--- config.mk ---
export PLATFORM = sky130hd
export DESIGN_NAME = awb_gain_ctrl
export DESIGN_NICKNAME = d
export VERILOG_FILES = /design/src/rtl/awb_pkg.sv /design/src/rtl/awb_stats.sv /design/src/rtl/awb_div.sv /design/src/rtl/awb_apply.sv /design/src/rtl/awb_gain_ctrl.sv
export SDC_FILE = /design/constraint.sdc
export NUM_CORES = 2
export LEC_CHECK = 0
export ABC_AREA = 1
export BUFFER_PORTS_ARGS = -buffer_cell sky130_fd_sc_hd__buf_2
export CAP_MARGIN = 0
export CORE_MARGIN = 4
export CORE_UTILIZATION = 30
export DETAILED_ROUTE_END_ITERATION = 10
export PLACE_DENSITY = 0.43
export SYNTH_ARGS = -nofsm -noshare
export SYNTH_HDL_FRONTEND = slang
export SYNTH_SLANG_ARGS = --single-unit
--- constraint.sdc ---
create_clock -name clk_i -period 6.65 [get_ports clk_i]
set_clock_uncertainty 0.1 [all_clocks]
set_input_delay 1.6625 -clock clk_i [delete_from_list [all_inputs] [get_ports clk_i]]
set_output_delay 1.6625 -clock clk_i [all_outputs]
set_load 0.005 [all_outputs]
--- src/rtl/awb_pkg.sv ---
package awb_pkg;
  typedef enum logic [1:0] {
    ST_IDLE    = 2'd0,
    ST_ACCUM   = 2'd1,
    ST_COMPUTE = 2'd2,
    ST_UPDATE  = 2'd3
  } awb_state_e;

  localparam int CH_R = 0;
  localparam int CH_B = 1;
endpackage

--- src/rtl/awb_stats.sv ---
module awb_stats #(
  parameter int PIX_W = 8,
  parameter int SUM_W = 30,
  parameter int CNT_W = 23
) (
  input  logic               clk_i,
  input  logic               rst_ni,
  input  logic               load_i,
  input  logic               add_i,
  input  logic [3*PIX_W-1:0] pix_i,
  input  logic [PIX_W-1:0]   thr_lo_i,
  input  logic [PIX_W-1:0]   thr_hi_i,
  output logic [SUM_W-1:0]   sum_r_o,
  output logic [SUM_W-1:0]   sum_g_o,
  output logic [SUM_W-1:0]   sum_b_o,
  output logic [CNT_W-1:0]   cnt_o
);
  logic [PIX_W-1:0] r, g, b;
  logic hot, dark, excl;

  assign r = pix_i[3*PIX_W-1:2*PIX_W];
  assign g = pix_i[2*PIX_W-1:PIX_W];
  assign b = pix_i[PIX_W-1:0];

  assign hot  = (r >= thr_hi_i) | (g >= thr_hi_i) | (b >= thr_hi_i);
  assign dark = (r <= thr_lo_i) & (g <= thr_lo_i) & (b <= thr_lo_i);
  assign excl = hot | dark;

  always_ff @(posedge clk_i or negedge rst_ni) begin
    if (!rst_ni) begin
      sum_r_o <= '0;
      sum_g_o <= '0;
      sum_b_o <= '0;
      cnt_o   <= '0;
    end else if (load_i) begin
      sum_r_o <= excl ? '0 : SUM_W'(r);
      sum_g_o <= excl ? '0 : SUM_W'(g);
      sum_b_o <= excl ? '0 : SUM_W'(b);
      cnt_o   <= excl ? '0 : CNT_W'(1);
    end else if (add_i && !excl) begin
      sum_r_o <= sum_r_o + SUM_W'(r);
      sum_g_o <= sum_g_o + SUM_W'(g);
      sum_b_o <= sum_b_o + SUM_W'(b);
      cnt_o   <= cnt_o + CNT_W'(1);
    end
  end

  // an excluded pixel leaves the statistics untouched
  a_r4_excluded_no_effect: assert property (@(posedge clk_i) disable iff (!rst_ni)
    (add_i && !load_i && excl) |=> ($stable(sum_r_o) && $stable(sum_g_o) &&
                                    $stable(sum_b_o) && $stable(cnt_o)));
endmodule

--- src/rtl/awb_div.sv ---
module awb_div #(
  parameter int NUM_W = 38,
  parameter int DEN_W = 30
) (
  input  logic             clk_i,
  input  logic             rst_ni,
  input  logic             start_i,
  input  logic [NUM_W-1:0] num_i,
  input  logic [DEN_W-1:0] den_i,
  output logic             busy_o,
  output logic             done_o,
  output logic [NUM_W-1:0] quot_o
);
  localparam int CNT_W  = $clog2(NUM_W + 1);
  localparam int CHK_W  = NUM_W + DEN_W;

  logic [NUM_W-1:0] shreg_q, num_q;
  logic [DEN_W-1:0] rem_q, den_q;
  logic [CNT_W-1:0] cnt_q;
  logic             busy_q, done_q;
  logic [DEN_W:0]   trial;
  logic             fits;

  assign trial = {rem_q, shreg_q[NUM_W-1]};
  assign fits  = trial >= {1'b0, den_q};

  always_ff @(posedge clk_i or negedge rst_ni) begin
    if (!rst_ni) begin
      shreg_q <= '0;
      num_q   <= '0;
      rem_q   <= '0;
      den_q   <= '0;
      cnt_q   <= '0;
      busy_q  <= 1'b0;
      done_q  <= 1'b0;
    end else begin
      done_q <= 1'b0;
      if (start_i && !busy_q) begin
        shreg_q <= num_i;
        num_q   <= num_i;
        den_q   <= den_i;
        rem_q   <= '0;
        cnt_q   <= CNT_W'(NUM_W);
        busy_q  <= 1'b1;
      end else if (busy_q) begin
        rem_q   <= fits ? DEN_W'(trial - {1'b0, den_q}) : trial[DEN_W-1:0];
        shreg_q <= {shreg_q[NUM_W-2:0], fits};
        cnt_q   <= cnt_q - CNT_W'(1);
        if (cnt_q == CNT_W'(1)) begin
          busy_q <= 1'b0;
          done_q <= 1'b1;
        end
      end
    end
  end

  assign busy_o = busy_q;
  assign done_o = done_q;
  assign quot_o = shreg_q;

  logic [CHK_W-1:0] recon;
  assign recon = CHK_W'(shreg_q) * CHK_W'(den_q) + CHK_W'(rem_q);

  // quotient and remainder reconstruct the captured numerator
  a_r5_div_exact: assert property (@(posedge clk_i) disable iff (!rst_ni)
    done_q |-> (recon == CHK_W'(num_q)) && (rem_q < den_q));
endmodule

--- src/rtl/awb_apply.sv ---
module awb_apply #(
  parameter int PIX_W  = 8,
  parameter int GAIN_W = 12,
  parameter int FRAC_W = 8
) (
  input  logic               clk_i,
  input  logic               rst_ni,
  input  logic [3*PIX_W-1:0] s_tdata_i,
  input  logic               s_tvalid_i,
  input  logic               s_tuser_i,
  input  logic               s_tlast_i,
  output logic               s_tready_o,
  input  logic [GAIN_W-1:0]  gain_r_i,
  input  logic [GAIN_W-1:0]  gain_b_i,
  output logic [3*PIX_W-1:0] m_tdata_o,
  output logic               m_tvalid_o,
  output logic               m_tuser_o,
  output logic               m_tlast_o,
  input  logic               m_tready_i
);
  localparam int PROD_W = PIX_W + GAIN_W + 1;
  localparam int HALF   = 1 << (FRAC_W - 1);
  localparam int UNITY  = 1 << FRAC_W;

  function automatic logic [PIX_W-1:0] scale(input logic [PIX_W-1:0] p,
                                             input logic [GAIN_W-1:0] g);
    logic [PROD_W-1:0] prod;
    prod = PROD_W'(p) * PROD_W'(g) + PROD_W'(HALF);
    prod = prod >> FRAC_W;
    return (|prod[PROD_W-1:PIX_W]) ? {PIX_W{1'b1}} : prod[PIX_W-1:0];
  endfunction

  logic [GAIN_W-1:0]  g_ch [3];
  logic [3*PIX_W-1:0] scaled;
  logic               load;

  assign g_ch[0] = gain_b_i;
  assign g_ch[1] = GAIN_W'(UNITY);
  assign g_ch[2] = gain_r_i;

  for (genvar ch = 0; ch < 3; ch++) begin : g_chan
    assign scaled[ch*PIX_W +: PIX_W] = scale(s_tdata_i[ch*PIX_W +: PIX_W], g_ch[ch]);
  end

  assign s_tready_o = !m_tvalid_o || m_tready_i;
  assign load       = s_tvalid_i && s_tready_o;

  always_ff @(posedge clk_i or negedge rst_ni) begin
    if (!rst_ni) begin
      m_tvalid_o <= 1'b0;
      m_tdata_o  <= '0;
      m_tuser_o  <= 1'b0;
      m_tlast_o  <= 1'b0;
    end else if (s_tready_o) begin
      m_tvalid_o <= s_tvalid_i;
      if (load) begin
        m_tdata_o <= scaled;
        m_tuser_o <= s_tuser_i;
        m_tlast_o <= s_tlast_i;
      end
    end
  end

  a_r1_stall_hold: assert property (@(posedge clk_i) disable iff (!rst_ni)
    (m_tvalid_o && !m_tready_i) |=> (m_tvalid_o && $stable(m_tdata_o) &&
                                     $stable(m_tuser_o) && $stable(m_tlast_o)));

  a_r2_green_unity: assert property (@(posedge clk_i) disable iff (!rst_ni)
    load |=> (m_tdata_o[2*PIX_W-1:PIX_W] == $past(s_tdata_i[2*PIX_W-1:PIX_W])));
endmodule

--- src/rtl/awb_gain_ctrl.sv ---
module awb_gain_ctrl #(
  parameter int PIX_W      = 8,
  parameter int INT_W      = 4,
  parameter int FRAC_W     = 8,
  parameter int FRAME_LOG2 = 22,
  parameter int THR_LO_RST = 16,
  parameter int THR_HI_RST = 240
) (
  input  logic                      clk_i,
  input  logic                      rst_ni,
  input  logic [3*PIX_W-1:0]        s_tdata_i,
  input  logic                      s_tvalid_i,
  input  logic                      s_tuser_i,
  input  logic                      s_tlast_i,
  output logic                      s_tready_o,
  output logic [3*PIX_W-1:0]        m_tdata_o,
  output logic                      m_tvalid_o,
  output logic                      m_tuser_o,
  output logic                      m_tlast_o,
  input  logic                      m_tready_i,
  input  logic                      manual_i,
  input  logic                      gain_we_i,
  input  logic [INT_W+FRAC_W-1:0]   gain_r_i,
  input  logic [INT_W+FRAC_W-1:0]   gain_b_i,
  input  logic                      thr_we_i,
  input  logic [PIX_W-1:0]          thr_lo_i,
  input  logic [PIX_W-1:0]          thr_hi_i
);
  import awb_pkg::*;

  localparam int GAIN_W   = INT_W + FRAC_W;
  localparam int SUM_W    = PIX_W + FRAME_LOG2;
  localparam int CNT_W    = FRAME_LOG2 + 1;
  localparam int NUM_W    = SUM_W + FRAC_W;
  localparam int GAIN_MAX = (1 << GAIN_W) - 1;
  localparam int UNITY    = 1 << FRAC_W;

  awb_state_e        st_q;
  logic              launched_q;
  logic [PIX_W-1:0]  thr_lo_q, thr_hi_q;
  logic [GAIN_W-1:0] pend_r_q, pend_b_q, act_r_q, act_b_q;
  logic [GAIN_W-1:0] use_r, use_b;
  logic [SUM_W-1:0]  sum_r, sum_g, sum_b;
  logic [CNT_W-1:0]  cnt;
  logic              accept, sof, eof, stats_load, stats_add, sums_ok, div_start;
  logic [SUM_W-1:0]  den   [2];
  logic [NUM_W-1:0]  quot  [2];
  logic [GAIN_W-1:0] g_new [2];
  logic [1:0]        div_busy, div_done;

  assign accept = s_tvalid_i && s_tready_o;
  assign sof    = accept && s_tuser_i;
  assign eof    = accept && s_tlast_i;

  assign stats_load = sof && !manual_i && (st_q == ST_IDLE || st_q == ST_ACCUM);
  assign stats_add  = accept && !manual_i && st_q == ST_ACCUM;

  awb_stats #(.PIX_W(PIX_W), .SUM_W(SUM_W), .CNT_W(CNT_W)) u_stats (
    .clk_i, .rst_ni,
    .load_i(stats_load), .add_i(stats_add), .pix_i(s_tdata_i),
    .thr_lo_i(thr_lo_q), .thr_hi_i(thr_hi_q),
    .sum_r_o(sum_r), .sum_g_o(sum_g), .sum_b_o(sum_b), .cnt_o(cnt)
  );

  assign sums_ok   = (cnt != '0) && (sum_r != '0) && (sum_g != '0) && (sum_b != '0);
  assign div_start = st_q == ST_COMPUTE && !launched_q && !manual_i && sums_ok && !(|div_busy);
  assign den[CH_R] = sum_r;
  assign den[CH_B] = sum_b;

  for (genvar i = 0; i < 2; i++) begin : g_div
    awb_div #(.NUM_W(NUM_W), .DEN_W(SUM_W)) u_div (
      .clk_i, .rst_ni,
      .start_i(div_start), .num_i({sum_g, {FRAC_W{1'b0}}}), .den_i(den[i]),
      .busy_o(div_busy[i]), .done_o(div_done[i]), .quot_o(quot[i])
    );
    assign g_new[i] = (quot[i] > NUM_W'(GAIN_MAX)) ? GAIN_W'(GAIN_MAX) : quot[i][GAIN_W-1:0];
  end

  always_ff @(posedge clk_i or negedge rst_ni) begin
    if (!rst_ni) begin
      st_q       <= ST_IDLE;
      launched_q <= 1'b0;
    end else begin
      launched_q <= (st_q == ST_COMPUTE) && (launched_q || div_start);
      if (manual_i) st_q <= ST_IDLE;
      else begin
        unique case (st_q)
          ST_IDLE:    if (sof) st_q <= eof ? ST_COMPUTE : ST_ACCUM;
          ST_ACCUM:   if (eof) st_q <= ST_COMPUTE;
          ST_COMPUTE: begin
            if (!launched_q && !sums_ok) st_q <= ST_IDLE;
            else if (launched_q && div_done[0]) st_q <= ST_UPDATE;
          end
          ST_UPDATE:  st_q <= ST_IDLE;
          default:    st_q <= ST_IDLE;
        endcase
      end
    end
  end

  always_ff @(posedge clk_i or negedge rst_ni) begin
    if (!rst_ni) begin
      pend_r_q <= GAIN_W'(UNITY);
      pend_b_q <= GAIN_W'(UNITY);
      act_r_q  <= GAIN_W'(UNITY);
      act_b_q  <= GAIN_W'(UNITY);
      thr_lo_q <= PIX_W'(THR_LO_RST);
      thr_hi_q <= PIX_W'(THR_HI_RST);
    end else begin
      if (gain_we_i) begin
        pend_r_q <= gain_r_i;
        pend_b_q <= gain_b_i;
      end else if (st_q == ST_UPDATE && !manual_i) begin
        pend_r_q <= g_new[CH_R];
        pend_b_q <= g_new[CH_B];
      end
      if (sof) begin
        act_r_q <= pend_r_q;
        act_b_q <= pend_b_q;
      end
      if (thr_we_i) begin
        thr_lo_q <= thr_lo_i;
        thr_hi_q <= thr_hi_i;
      end
    end
  end

  // first pixel of a frame already uses the pending gains
  assign use_r = sof ? pend_r_q : act_r_q;
  assign use_b = sof ? pend_b_q : act_b_q;

  awb_apply #(.PIX_W(PIX_W), .GAIN_W(GAIN_W), .FRAC_W(FRAC_W)) u_apply (
    .clk_i, .rst_ni,
    .s_tdata_i, .s_tvalid_i, .s_tuser_i, .s_tlast_i, .s_tready_o,
    .gain_r_i(use_r), .gain_b_i(use_b),
    .m_tdata_o, .m_tvalid_o, .m_tuser_o, .m_tlast_o, .m_tready_i
  );

  a_r8_manual_suspends: assert property (@(posedge clk_i) disable iff (!rst_ni)
    manual_i |=> st_q == ST_IDLE);

  a_r6_active_only_at_sof: assert property (@(posedge clk_i) disable iff (!rst_ni)
    !sof |=> ($stable(act_r_q) && $stable(act_b_q)));

  a_r7_pending_hold: assert property (@(posedge clk_i) disable iff (!rst_ni)
    (st_q != ST_UPDATE && !gain_we_i) |=> ($stable(pend_r_q) && $stable(pend_b_q)));

  a_r9_thr_hold: assert property (@(posedge clk_i) disable iff (!rst_ni)
    !thr_we_i |=> ($stable(thr_lo_q) && $stable(thr_hi_q)));
endmodule

======== After elaboration in Yosys (flattened, before gate mapping) ========
Cells that the tools add are included.
W data, S select, Z words.
cells by class
  multiplexer cells ....................... 53
  bitwise gates (word level) .............. 5
  $add $sub $neg .......................... 11
  order comparisons ....................... 10
  reductions and logical operators ........ 47
  eq/ne operators ......................... 8
  $mul .................................... 2
operators by type and width
  kind                     number
  $mux W30                 12
  $mux W38                 4
  $mux W12                 8
  $add A30 B8 Y30          3
  $reduce_bool A30 Y1      3
  $gt A38 B12 Y1 const B   2
  $ge A31 B30 Y1           2
  $sub A30 B30 Y30         2
  $mux W8                  6
  $mux W23                 2
  $add A20 B8 Y21 const B  2
  $mul A8 B12 Y20          2
  $ge A8 B8 Y1             3
  $le A8 B8 Y1             3
  $mux W6                  4
  $add A23 B1 Y23 const B  1
  $reduce_bool A23 Y1      1
  $logic_and A1 B1 Y1      21
  $add A16 B8 Y17 const B  1
  $reduce_or A5 Y1         3
  $eq A6 B1 Y1 const B     2
  $mux W2                  6
  $sub A6 B1 Y6 const B    2
  $mux W1                  10
  other kinds (14)         31
storage, ports and cells
  output and inout bits ................... 28
  bits in registers ....................... 418
  input bits .............................. 73
  logic and storage cells ................. 163

======== Longest topological paths before layout ========
  depth in word-level cells ............... 9
  mapped depth ............................ 33
  gate-level depth less buffers ........... 32

======== Modules after synthesis ========
A second synthesis with hierarchy kept.
second synthesis, totals
  cell total of the unflattened synthesis .. 5,126
  area, all modules ....................... 35,383.9 um^2
modules (own cells, without submodules)
  module         instances  sequential area each (um^2)  cells an instance  area an instance (um^2)
  awb_div        2          2,652.5                      1,002              6,985.4
  awb_stats      1          2,827.7                      1,564              9,859.5
  awb_apply      1          675.6                        1,191              8,209.1
  awb_gain_ctrl  1          1,687.9                      367                3,344.5

======== Worst setup path after synthesis ========
OpenSTA, ideal clock, no wires.
  path type ............................... input to register
  from .................................... input m_tready_i
  to ...................................... register u_apply.m_tdata_o[0]
  setup time .............................. 0.113 ns
  data required time ...................... 6.437 ns
  stages .................................. 30
  slack ................................... -0.092 ns
  data arrival time ....................... 6.529 ns
  cells stage by stage .................... inv_1 nand2_1 nand2_1 inv_2 nand2_2 clkbuf_1 nand2_1 o21ai_1 nor2_1 fa_1 inv_1 fa_1 inv_1 fa_1 inv_1 fa_1 inv_1 ha_1 nand2_1 inv_1 a21oi_1 nor2_1 nor2_1 nand3_1 nand2_1 nand2_1 nor2_1 nand3_1 nand2_1 inv_1
on the way
  longest elaborated chain between the ends .. 8
  elaborated cells on any way between the ends .. 9
RTL lines
  element                 RTL line                              text
  start: declaration      awb_gain_ctrl.sv:20                   input logic m_tready_i,
  $logic_or A1 B1 Y1 (*)  awb_apply.sv:45                       assign s_tready_o = !m_tvalid_o || m_tready_i;
  named net s_tready_o    awb_gain_ctrl.sv:15                   output logic s_tready_o,
  $logic_and A1 B1 Y1     awb_apply.sv:46, awb_gain_ctrl.sv:51
  $logic_and A1 B1 Y1     awb_gain_ctrl.sv:52                   assign sof = accept && s_tuser_i;
  $mux W12                -
  $mul A8 B12 Y20         awb_apply.sv:28                       prod = PROD_W'(p) * PROD_W'(g) + PROD_W'(HALF);
  $add A20 B8 Y21         awb_apply.sv:28
  $reduce_or A5 Y1        awb_apply.sv:30                       return (|prod[PROD_W-1:PIX_W]) ? {PIX_W{1'b1}} : prod[PIX_W-1:0];
  $mux W8                 awb_apply.sv:30
  end signal: assignment  awb_apply.sv:57                       m_tdata_o <= scaled;
  end: declaration        awb_apply.sv:15                       output logic [3*PIX_W-1:0] m_tdata_o,
The timed path passes the listed nets; every way through them passes the cells marked *.
A chain may end at the register's enable or synchronous reset.

======== Worst setup path after layout ========
  from .................................... input m_tready_i
  to ...................................... register u_apply.m_tdata_o[23]
on the way
  longest elaborated chain between the ends .. 8
  elaborated cells on any way between the ends .. 9
RTL lines
  element                 RTL line
  $logic_or A1 B1 Y1 (*)  awb_apply.sv:45
  $logic_and A1 B1 Y1     awb_apply.sv:46, awb_gain_ctrl.sv:51
  $logic_and A1 B1 Y1     awb_gain_ctrl.sv:52
  $mux W12                -
  $mul A8 B12 Y20         awb_apply.sv:28
  $add A20 B8 Y21         awb_apply.sv:28
  $reduce_or A5 Y1        awb_apply.sv:30
  $mux W8                 awb_apply.sv:30
Mark *: on every way between the ends. The rest lies on a longest branch, timed or not.

==> impl_results.md <==
* Outcome: finished, final reports clean
* Max Cap Viol at 0
* Via count of the first global-routing pass at 30350
* GRT Total Usage at 19.19%
* First-pass GRT wire length at 179.0 mm
* Initial antenna violation count at 6
* Worst-Margin Slew at 1.120 ns
* Share of cells above drive strength 1 at 7.841%
* Largest net degree at the start of global routing at 172
* Commonest non-fill, non-tap cell in the layout: nand2_1
* Slew Limit Headroom at 25.33%
* Post-synthesis cell count at 4816
* Final instance area at 38440 µm²
* Gpl congestion at 0.8980
* Share of the synthesized area in the top cell type at 30.36%
* Area leader, netlist: dfrtp_1
* Most used DFF post-synth: dfrtp_1
* Placed instance area at 36580 µm²
* Post-route clock period utilization at 92.87%
* DR iter-0 viols at 1781
* Leakage Power at 19.38 nW
* Initial core utilization at 30.33%
* Cts repair resizes at 0
* Sequential fraction of the synthesis area at 31.07%
* Hold WS at 0.3822 ns
* CP Max Fanout at 40
* Clk_lat worst skew at 0.66 ns
* Peak supply drop at 434.3 µV
* Post-synthesis cell type count at 51
* CP peak stage delay at 0.56 ns
* Setup Crit Path Kind: in2reg
* DIE WIDTH at 343.2 µm
* CTS tree: built
* Placed cells at 6413
* Mapped Area at 33710 µm²
* Layout area overhead at 14.05%
* Slowest-stage cell, CP: fa_1
* Drt drc at 0
* Top Ports at 101
* Worst hold stages at 2
* Async S/R FF share, synth at 100.0%
* Reg2reg path depth at 29
* EDFF count, synth at 0
* Setup Buffers After CTS at 0
* Vias per inst at 4.731
* Avg Cell Area, Syn at 6.999 µm²
* Nets@finish at 5414
* Pint at 11.34 mW
* Mapped Nets at 5248
* Fmax achieved at 161.9 MHz
* Final Hold Vio Count at 0
* Final wirelength at 112.9 mm
* Data arrival, critical path at 6.62 ns
* 1st-pass router iterations at 5
* Hold Path Class: reg2reg
* Via Count at 30830
* Sw Ratio at 50.99%
* Core area at 111100 µm²
* Most frequent cells in the layout: 1461 x nand2_1, 673 x inv_1, 544 x nor2_1, 407 x dfrtp_1, 275 x nand3_1
* Reg power frac at 18.9%
* H-tree depth at 2
* Critical Path End Type: register
* Switch Pwr at 11.80 mW
* Synth Register Bits at 418
* Gate power share at 67.7%
* Die ar. at 117800 µm²
* Post-DRT Antenna Nets at 0
* Final Max Slew Viols at 0
* Cts bufs inserted at 55
* Clock share of power at 13.4%
* CP required at 7.09 ns
* Startpoint types: input port
* Setup Viol. Count Final at 0
* Worst path most repeated cell: nand2_1
* Pwr Density at 601.7 nW/µm²
* Clock sink total at 418
* PnR Total Power at 23.13 mW
* Clock-pin transition on the worst setup and hold timing paths at 0.06 ns
* Clk root buf: clkbuf_16
* Port bufs at 100
* Largest cells by area after synthesis: dfrtp_1 30%, nand2_1 16%, ha_1 8.8%
* Hold buffer count at cts at 0
* Yosys Warn Count at 0
* GR Overflow Total at 0
* Row count at 122
* Wire per inst at 17.32 µm
* Finished Layout Cells at 6517
* Minimum clock period at 6.176 ns
* Pre-CTS WS at -0.1442 ns
* Detailed placement HPWL at 86.73 mm
* Longest Clk Path Bufs at 3
* Die Ht at 343.2 µm
* Final WS setup at 0.4744 ns
* RSZ-0062 raised after global routing: no
## path summary, 6_finish.rpt
| path | start | endpoint | slack (ns) |
|---|---|---|---|
| max | m_tready_i | u_apply.m_tdata_o[23] | 0.47 |
| min | g_div[1].u_div.den_q[18] | g_div[1].u_div.den_q[18] | 0.38 |
| max reg2reg | u_apply.m_tvalid_o | u_apply.m_tdata_o[23] | 1.20 |
| min reg2reg | g_div[1].u_div.den_q[18] | g_div[1].u_div.den_q[18] | 0.38 |
| max in group asynchronous | rst_ni | u_stats.cnt_o[3] | 4.48 |
| min in group asynchronous | rst_ni | act_b_q[10] | 0.83 |
## cells in the mapped netlist, drive strengths merged (9+ instances only)
| cell type | instances |
|---|---|
| a21oi | 143 |
| a31oi | 10 |
| a41oi | 14 |
| buf | 67 |
| clkbuf | 62 |
| clkinv | 9 |
| dfrtp | 409 |
| dfstp | 9 |
| fa | 123 |
| ha | 236 |
| inv | 682 |
| nand2 | 1467 |
| nand3 | 279 |
| nand3b | 20 |
| nand4 | 101 |
| nor2 | 549 |
| nor3 | 73 |
| nor4 | 34 |
| o211ai | 19 |
| o21a | 10 |
| o21ai | 300 |
| o21bai | 10 |
| o22ai | 36 |
| or2 | 25 |
| xnor2 | 31 |
| xor2 | 69 |
## power by group through the flow
stage | registers, mW | logic, mW | clock network (mW)
2_1_floorplan | 4.09 | 10.8 | 0
3_3_place_gp | 4.42 | 15.8 | 0
3_5_place_dp | 4.42 | 15.7 | 0
4_1_cts | 4.38 | 15.8 | 3.23
5_1_grt | 4.52 | 17.9 | 3.31
6_report | 4.37 | 15.7 | 3.10
## cell type report
class                      count  area, µm²
sequential                   418      10470
antenna                        4      10.01
timing repair buffer         238       1609
fill                       12250      72680
inverter                     691       2594
multi-input combinational   3578      20040
tap                         1488       1862
clock inverter                20      275.3
clock buffer                  80       1582
## flip-flops by register name, summed over array words and instances, names as in the netlist
register	flops
u_apply.m_tvalid_o	1
g_div.u_div.cnt_q	12
g_div.u_div.busy_o	2
u_apply.m_tdata_o	24
thr_lo_q	8
u_apply.m_tlast_o	1
u_stats.sum_g_o	30
act_r_q	12
u_stats.sum_r_o	30
u_apply.m_tuser_o	1
act_b_q	12
u_stats.cnt_o	23
st_q	2
g_div.u_div.done_o	1
g_div.u_div.rem_q	60
g_div.u_div.quot_o	76
launched_q	1
g_div.u_div.den_q	60
thr_hi_q	8
u_stats.sum_b_o	30
pend_r_q	12
pend_b_q	12
## layer usage
metal  share of wire, %  track usage [%]  wire length [µm]  up-vias
met3                4.2            2.470              4743      121
met2                 45            31.28             50860      491
met1                 49            27.06             54750    14520
li1                   -                -                 -    15700
met4                2.2            4.546              2494        2
met5              0.012                0                13        -
## cell families (layout without fill, tap and decap cells)
family,count (synthesis),in the layout,synth area share [%]
AOI/OAI and AO/OA,558,558,9.080
muxes,2,2,0.06681
buffers and inverters,820,1029,9.611
other,0,4,0
adders and majority gates,359,359,16.07
and+or+nand+nor,2559,2559,31.51
DFF,418,418,31.07
xor gates and xnor gates,100,100,2.598
## critical path, delay by kind of cell
family	cells	cell delay, ns
AND/OR/NAND/NOR	16	1.32
buffers and inverters	10	0.93
AO/OA/AOI/OAI	1	0.19
adder cells (fa/ha/maj)	5	2.46
## per-stage QoR
stage | util (%) | TNS, ns
final | 34.59 | 0
after CTS | 34.59 | 0
after detailed placement | 32.91 | -1.846
after global placement | 32.91 | -1.305
after global routing | 34.59 | 0
after floorplan | - | -0.02712
No activity file was read; power rests on OpenSTA's default activity.
